$ cat src/rtl/irq_vec_pkg.sv
package irq_vec_pkg;
  localparam int REG_W = 32;
  localparam int ADDR_W = 3;

  typedef enum logic [ADDR_W-1:0] {
    RA_STATUS = 3'd0,
    RA_PEND   = 3'd1,
    RA_ENABLE = 3'd2,
    RA_ACK    = 3'd3,
    RA_SETEN  = 3'd4,
    RA_CLREN  = 3'd5,
    RA_VECTOR = 3'd6,
    RA_MASTER = 3'd7
  } reg_addr_e;

  localparam logic [REG_W-1:0] NO_VECTOR = '1;
endpackage

$ cat src/rtl/irq_capture.sv
module irq_capture #(
  parameter int          NUM_IN    = 8,
  parameter logic [31:0] KIND_MASK = 32'h0
) (
  input  logic              clk,
  input  logic              rst_n,
  input  logic [NUM_IN-1:0] irq_in,
  input  logic [NUM_IN-1:0] ack_clr,
  output logic [NUM_IN-1:0] status_q
);
  logic [NUM_IN-1:0] prev_q;
  logic [NUM_IN-1:0] set_vec;

  // Per-line latch condition; only bits below NUM_IN of the kind mask are used.
  for (genvar i = 0; i < NUM_IN; i++) begin : g_line
    if (KIND_MASK[i]) begin : g_edge
      assign set_vec[i] = irq_in[i] & ~prev_q[i];
    end else begin : g_level
      assign set_vec[i] = irq_in[i];
    end
  end

  always_ff @(posedge clk) begin
    if (!rst_n) begin
      prev_q   <= '0;
      status_q <= '0;
    end else begin
      prev_q   <= irq_in;
      status_q <= (status_q & ~ack_clr) | set_vec;
    end
  end


  set_wins_chk: assert property (@(posedge clk) disable iff (!rst_n)
    (|set_vec) |=> ((status_q & $past(set_vec)) == $past(set_vec)));


  ack_clears_chk: assert property (@(posedge clk) disable iff (!rst_n)
    (|(ack_clr & ~set_vec)) |=> ((status_q & $past(ack_clr & ~set_vec)) == '0));
endmodule

$ cat src/rtl/irq_prio_enc.sv
module irq_prio_enc #(
  parameter int NUM_IN = 8,
  parameter int IDX_W  = (NUM_IN > 1) ? $clog2(NUM_IN) : 1
) (
  input  logic [NUM_IN-1:0] req,
  output logic              hit,
  output logic [IDX_W-1:0]  idx
);
  // Scan from the top down so the lowest set index is the last one written.
  always_comb begin
    idx = '0;
    for (int i = NUM_IN - 1; i >= 0; i--) begin
      if (req[i]) idx = IDX_W'(i);
    end
  end

  assign hit = |req;
endmodule

$ cat src/rtl/irq_vector_ctrl.sv
module irq_vector_ctrl
  import irq_vec_pkg::*;
#(
  parameter int          NUM_IN    = 8,
  parameter logic [31:0] KIND_MASK = 32'h0000_000F
) (
  input  logic              clk,
  input  logic              rst_n,
  input  logic [NUM_IN-1:0] irq_in,
  input  logic [2:0]        bus_addr,
  input  logic [31:0]       bus_wdata,
  input  logic              bus_wr,
  input  logic              bus_rd,
  output logic [31:0]       bus_rdata,
  output logic              irq_req
);
  localparam int IDX_W = (NUM_IN > 1) ? $clog2(NUM_IN) : 1;

  logic [NUM_IN-1:0] enable_q;
  logic [NUM_IN-1:0] enable_d;
  logic [NUM_IN-1:0] status_q;
  logic [NUM_IN-1:0] pend;
  logic [NUM_IN-1:0] ack_clr;
  logic [NUM_IN-1:0] wr_bits;
  logic [1:0]        master_q;
  logic              vec_hit;
  logic [IDX_W-1:0]  vec_idx;
  logic [31:0]       rd_mux;
  logic [31:0]       status_ext;
  logic [31:0]       pend_ext;
  logic [31:0]       enable_ext;
  logic              unused_wdata_bits;
  reg_addr_e         addr;

  assign addr              = reg_addr_e'(bus_addr);
  assign wr_bits           = bus_wdata[NUM_IN-1:0];
  assign unused_wdata_bits = ^bus_wdata;
  assign ack_clr           = (bus_wr && addr == RA_ACK) ? wr_bits : '0;

  irq_capture #(.NUM_IN(NUM_IN), .KIND_MASK(KIND_MASK)) u_capture (
    .clk      (clk),
    .rst_n    (rst_n),
    .irq_in   (irq_in),
    .ack_clr  (ack_clr),
    .status_q (status_q)
  );

  assign pend = status_q & enable_q;

  irq_prio_enc #(.NUM_IN(NUM_IN), .IDX_W(IDX_W)) u_prio (
    .req (pend),
    .hit (vec_hit),
    .idx (vec_idx)
  );

  always_comb begin
    enable_d = enable_q;
    if (bus_wr) begin
      case (addr)
        RA_ENABLE: enable_d = wr_bits;
        RA_SETEN:  enable_d = enable_q | wr_bits;
        RA_CLREN:  enable_d = enable_q & ~wr_bits;
        default:   enable_d = enable_q;
      endcase
    end
  end

  always_ff @(posedge clk) begin
    if (!rst_n) begin
      enable_q <= '0;
      master_q <= '0;
    end else begin
      enable_q <= enable_d;
      if (bus_wr && addr == RA_MASTER) master_q <= bus_wdata[1:0];
    end
  end

  always_comb begin
    status_ext = '0;
    pend_ext   = '0;
    enable_ext = '0;
    status_ext[NUM_IN-1:0] = status_q;
    pend_ext[NUM_IN-1:0]   = pend;
    enable_ext[NUM_IN-1:0] = enable_q;
    case (addr)
      RA_STATUS: rd_mux = status_ext;
      RA_PEND:   rd_mux = pend_ext;
      RA_ENABLE: rd_mux = enable_ext;
      RA_VECTOR: rd_mux = vec_hit ? 32'(vec_idx) : NO_VECTOR;
      RA_MASTER: rd_mux = {30'd0, master_q};
      default:   rd_mux = '0;
    endcase
  end

  always_ff @(posedge clk) begin
    if (!rst_n)      bus_rdata <= '0;
    else if (bus_rd) bus_rdata <= rd_mux;
  end

  assign irq_req = (master_q == 2'b11) && vec_hit;


  req_gate_chk: assert property (@(posedge clk) disable iff (!rst_n)
    irq_req |-> (master_q == 2'b11 && (status_q & enable_q) != '0));


  vec_lowest_chk: assert property (@(posedge clk) disable iff (!rst_n)
    vec_hit |-> (pend[vec_idx] && ((pend & ((NUM_IN'(1) << vec_idx) - NUM_IN'(1))) == '0)));


  set_enable_chk: assert property (@(posedge clk) disable iff (!rst_n)
    (bus_wr && addr == RA_SETEN) |=> ((enable_q & $past(wr_bits)) == $past(wr_bits)));


  clr_enable_chk: assert property (@(posedge clk) disable iff (!rst_n)
    (bus_wr && addr == RA_CLREN) |=> ((enable_q & $past(wr_bits)) == '0));


  reset_quiet_chk: assert property (@(posedge clk)
    !rst_n |=> (!irq_req && enable_q == '0 && master_q == 2'b00));
endmodule

$ cat config.mk
export PLATFORM = sky130hd
export DESIGN_NAME = irq_vector_ctrl
export DESIGN_NICKNAME = d
export VERILOG_FILES = /design/src/rtl/irq_vec_pkg.sv /design/src/rtl/irq_capture.sv /design/src/rtl/irq_prio_enc.sv /design/src/rtl/irq_vector_ctrl.sv
export SDC_FILE = /design/constraint.sdc
export NUM_CORES = 1
export LEC_CHECK = 0
export ABC_AREA = 1
export ABC_CLOCK_PERIOD_IN_PS = 3700
export BUFFER_PORTS_ARGS = -buffer_cell sky130_fd_sc_hd__buf_2
export CAP_MARGIN = 30
export CORE_ASPECT_RATIO = 1.1
export CORE_MARGIN = 1
export CORE_UTILIZATION = 29
export DETAILED_ROUTE_END_ITERATION = 16
export PLACE_DENSITY = 0.52
export SLEW_MARGIN = 10
export SYNTH_ARGS = -nofsm -noshare
export SYNTH_HDL_FRONTEND = slang
export SYNTH_SLANG_ARGS = --single-unit
export TNS_END_PERCENT = 1
$ cat constraint.sdc
create_clock -name clk -period 3.7 [get_ports clk]
set_input_delay 0.555 -clock clk [delete_from_list [all_inputs] [get_ports clk]]
set_output_delay 0.555 -clock clk [all_outputs]
set_load 0.005 [all_outputs]
======== Word-level counts from Yosys, hierarchy flattened ========
Cells that the tools add are included.
operators by class
  reductions and logical operators ........ 7
  mux-type cells .......................... 12
  equal/unequal tests ..................... 8
  bitwise logic cells ..................... 15
operators with widths
  kind                                                              count
  32-bit one-hot mux with 5 select lines                            1
  32-bit two-way mux                                                1
  8-bit AND                                                         3
  3-bit two-way mux                                                 8
  8-bit one-hot mux with 3 select lines                             1
  8-bit NOT                                                         2
  8-bit bitwise OR                                                  2
  3-bit == test (second input constant)                             4
  8-bit two-way mux                                                 1
  8-bit OR reduction                                                1
  3-bit by 2-bit == test with 1-bit output (second input constant)  2
  1-bit AND                                                         4
  1-bit NOT                                                         4
  3-bit by 1-bit == test with 1-bit output (second input constant)  1
  1-bit logical AND                                                 3
  3-bit zero test                                                   1
  3-bit nonzero test                                                1
  2-bit == test (second input constant)                             1
  2-bit AND reduction                                               1
word-level totals
  word-level logic and storage cells ...... 47
  input port bits ......................... 47
  output and inout port bits .............. 33
  bits in registers ....................... 54

======== Longest topological paths before layout ========
  depth after elaboration ................. 11
  gate-level depth with buffers ........... 12

======== Modules after synthesis ========
A second synthesis with hierarchy kept.
unflattened totals
  cells, all modules ...................... 297
  area, all modules ....................... 1869.3 µm²
by module, submodules not included
  module           instances  area an instance (µm²)  cells an instance
  irq_vector_ctrl  1          1350.0                  225
  irq_capture      1          420.4                   50
  irq_prio_enc     1          98.8                    22

======== Worst setup path after synthesis ========
Ideal clock, no wire load.
  path kind ............................... register to output
  from .................................... register, netlist name bus_rdata[30]
  to ...................................... output bus_rdata[10]
  required time ........................... 3.145 ns
  arrival ................................. 0.896 ns
  setup slack ............................. 2.249 ns
  buffers on the path ..................... 1
  cell stages (with the launch flop) ...... 2
  path through ............................ dfxtp_1 -> buf_4
RTL lines
  what       RTL line               text
  to (decl)  irq_vector_ctrl.sv:14  output logic [31:0] bus_rdata,

======== Worst setup path in the final report ========
  from .................................... register u_capture.status_q[0]
  to ...................................... output irq_req
on the way
  word-level cells in the longest chain between the ends .. 3
ends and longest elaborated chain
  what                    RTL line                text
  from (decl)             irq_capture.sv:9        output logic [NUM_IN-1:0] status_q
  from (signal assigned)  irq_capture.sv:29       status_q <= (status_q & ~ack_clr) | set_vec;
  8-bit AND               irq_vector_ctrl.sv:48   assign pend = status_q & enable_q;
  8-bit OR reduction      irq_prio_enc.sv:17      assign hit = |req;
  1-bit logical AND       irq_vector_ctrl.sv:100  assign irq_req = (master_q == 2'b11) && vec_hit;
  to (decl)               irq_vector_ctrl.sv:15   output logic irq_req
No other way between the ends.

==> results.yml <==
critical_path:
  required_ns: 3.14
  worstPathCellList: "nand2_1 -> nand2_1 -> nor2_1 -> nand2_1 -> nor2_1 -> nor2_1 -> buf_2"
  path_buf_inv: 1
  cp-end-kind: "primary output"
  critPathKind: "flop to primary output"
  path_max_fanout: 4
  crit_path_max_incr_delay_ns: 0.41
  slowest_stage: "dfxtp_1"
  rr_worst_depth: 9
  r2r-end: "bus_rdata[4]"
  rr_startpoint: "u_capture.status_q[0]"
  start_kind: "flop"
  rrSetupSlack_ns: 2.32
  cp_top_family: "simple AND/OR/NAND/NOR gates"
  worst_ep_arrival_time_ns: 1.37
floorplanning:
  rows: 28
  die_h_um: 81.87
  core_area_um2: 5500
  initial_core_util: 0.3057
  dieArea_um2: 6108
  die_w_um: 74.61
  pin_count: 80
route:
  wirelength_mm: 3.783
  drtPass1Iterations: 4
  drt-initial-drc-count: 60
  wl_per_cell_um: 10.63
  vias_per_cell: 4.379
  drcViolationCount: 0
  vias: 1559
  ant_nets: 0
sta:
  max_freq_mhz: 520.4
  hold_viol_final: 0
  grt_setup_unrepaired: "no"
  setup_viol: 0
  worst_pin_slew_ns: 0.8380
  fin_crit_ns: 1.922
  relSlewSlack: 0.4407
  finClkSkew_ns: 0.008232
  fin_setup_tns_ns: 0
  min_period_over_period: 0.5194
  hold_slack_ns: 0.4262
  final.setup.worst_slack_ns: 1.778
  finalMaxSlewViolations: 0
clock_tree:
  cts_buffers: 5
  cts_root_buf: "clkbuf_8"
  cts_tree: "yes"
  cts.sinks: 31
  clk_pin_slew_ns: 0.07
  postCtsSetupRepairBufs: 0
  cts_resized: 0
  htreeDepth: 2
  clockBufferDepth: 2
  insertion_delay_ns: 0.28
  postCtsHoldBufs: 0
layout:
  fillers: 620
  layout-drive-gt1-share: 0.2811
  final_common_cell: "nand2_1"
  final_nets: 327
  diodes: 0
  fin_cells: 356
  utilization: 0.3628
  multi_input_area_um2: 760.7
  regArea_um2: 620.6
  layout_common_cells: "nand2_1, buf_2, dfxtp_1, a21oi_1"
  area_growth_pct: 18.68
power_and_ir_drop:
  peakVddDrop_v: 0.0001776
  powerDensity_nw_per_um2: 437.5
  p_leak_nw: 0.9970
hold_path:
  min-delay-start: "u_capture.prev_q[1]"
  hold_depth: 1
  whs_endpoint: "u_capture.status_q[1]"
  hold_path.class: "flop to flop"
logic_synthesis:
  syn_nets: 291
  syn_area_um2: 1682
  ys_ff_latch: 31
  syn_area_per_cell_um2: 6.892
  ys_warn_count: 0
  syn_inst: 244
  synthDistinctLibCells: 25
  seq_area_frac_synth: 0.3690
grt:
  antenna_found_initial: 0
  grt-ovfl-total: 0
  grt_max_degree: 26
  grt.total_usage: 0.1343
  grt_pass1_vias: 1361
  grt_pass1_wl_mm: 6.210
placed_design:
  gp_congestion: 0.7792
  pre_cts_ws_ns: 1.975
  dp_hpwl_mm: 2.809
  place_inst: 348
  io_buffers: 55
job:
  maxCapViolCount: 0
status:
  status: "complete, no violations"
[cell usage after synthesis, drive strengths merged]
library cell / count / area share
o31ai: 1 / 0.0045
clkbuf: 2 / 0.0045
o21ai: 26 / 0.077
nand4: 3 / 0.011
o22ai: 4 / 0.015
inv: 28 / 0.062
a21oi: 32 / 0.11
clkinv: 1 / 0.0022
nor3: 2 / 0.013
nand2: 74 / 0.17
dfxtp: 31 / 0.37
buf: 24 / 0.11
nor2: 12 / 0.028
nand3: 3 / 0.015
o21a: 1 / 0.0089
[state kept, by name, summed over array words and instances (netlist names)]
name and flops:
u_capture.prev_q 4, bus_rdata 9, master_q 2, u_capture.status_q 8, enable_q 8
[where the power goes]
group,switching [mW],internal [mW],total (mW)
clock network,0.137,0.269,0.405
registers,0.0151,0.352,0.367
logic,0.0593,0.0416,0.101
[routing by layer]
layer | wire (um) | track usage | vias up
li1 | - | - | 834
met4 | 36 | 0.03962 | 0
met3 | 204 | 0.03804 | 4
met5 | 0 | 0 | -
met1 | 1907 | 0.1740 | 670
met2 | 1634 | 0.2153 | 51
[cell type report]
cell class              count  area share
inverters                  29     0.05455
flip-flops and latches     31      0.3110
repair buffers             55      0.1379
multi-input cells         158      0.3812
well taps                  75     0.04702
clock inverters             3     0.03386
clock buffers               5     0.03448
[metrics by stage]
stage | power (mW) | instance area [um^2]
floorplan | 0.4475 | 1682
global placement | 0.4753 | 1859
detailed placement | 0.4767 | 1859
global route | 0.9124 | 1996
CTS | 0.8829 | 1996
finish | 0.8731 | 1996
[worst max-delay path by stage]
stage                          start               endpoint  slack [ns]  cells past startpoint
2_1_floorplan          bus_rdata[30]          bus_rdata[10]        2.25                      1
3_3_place_gp                   rst_n  u_capture.status_q[2]        1.99                      3
4_1_cts        u_capture.status_q[0]                irq_req        1.77                      7
6_report       u_capture.status_q[0]                irq_req        1.78                      7
5_1_grt        u_capture.status_q[0]                irq_req        1.62                      7
3_5_place_dp                   rst_n  u_capture.status_q[2]        1.97                      3
[kinds of logic after synthesis]
family / after synthesis / share of synthesized area
AND/OR/NAND/NOR: 94 / 0.2381
AO/OA/AOI/OAI: 64 / 0.2143
buffers and inverters: 55 / 0.1786
flip-flops: 31 / 0.3691
No activity file was read; power rests on OpenSTA's default activity.
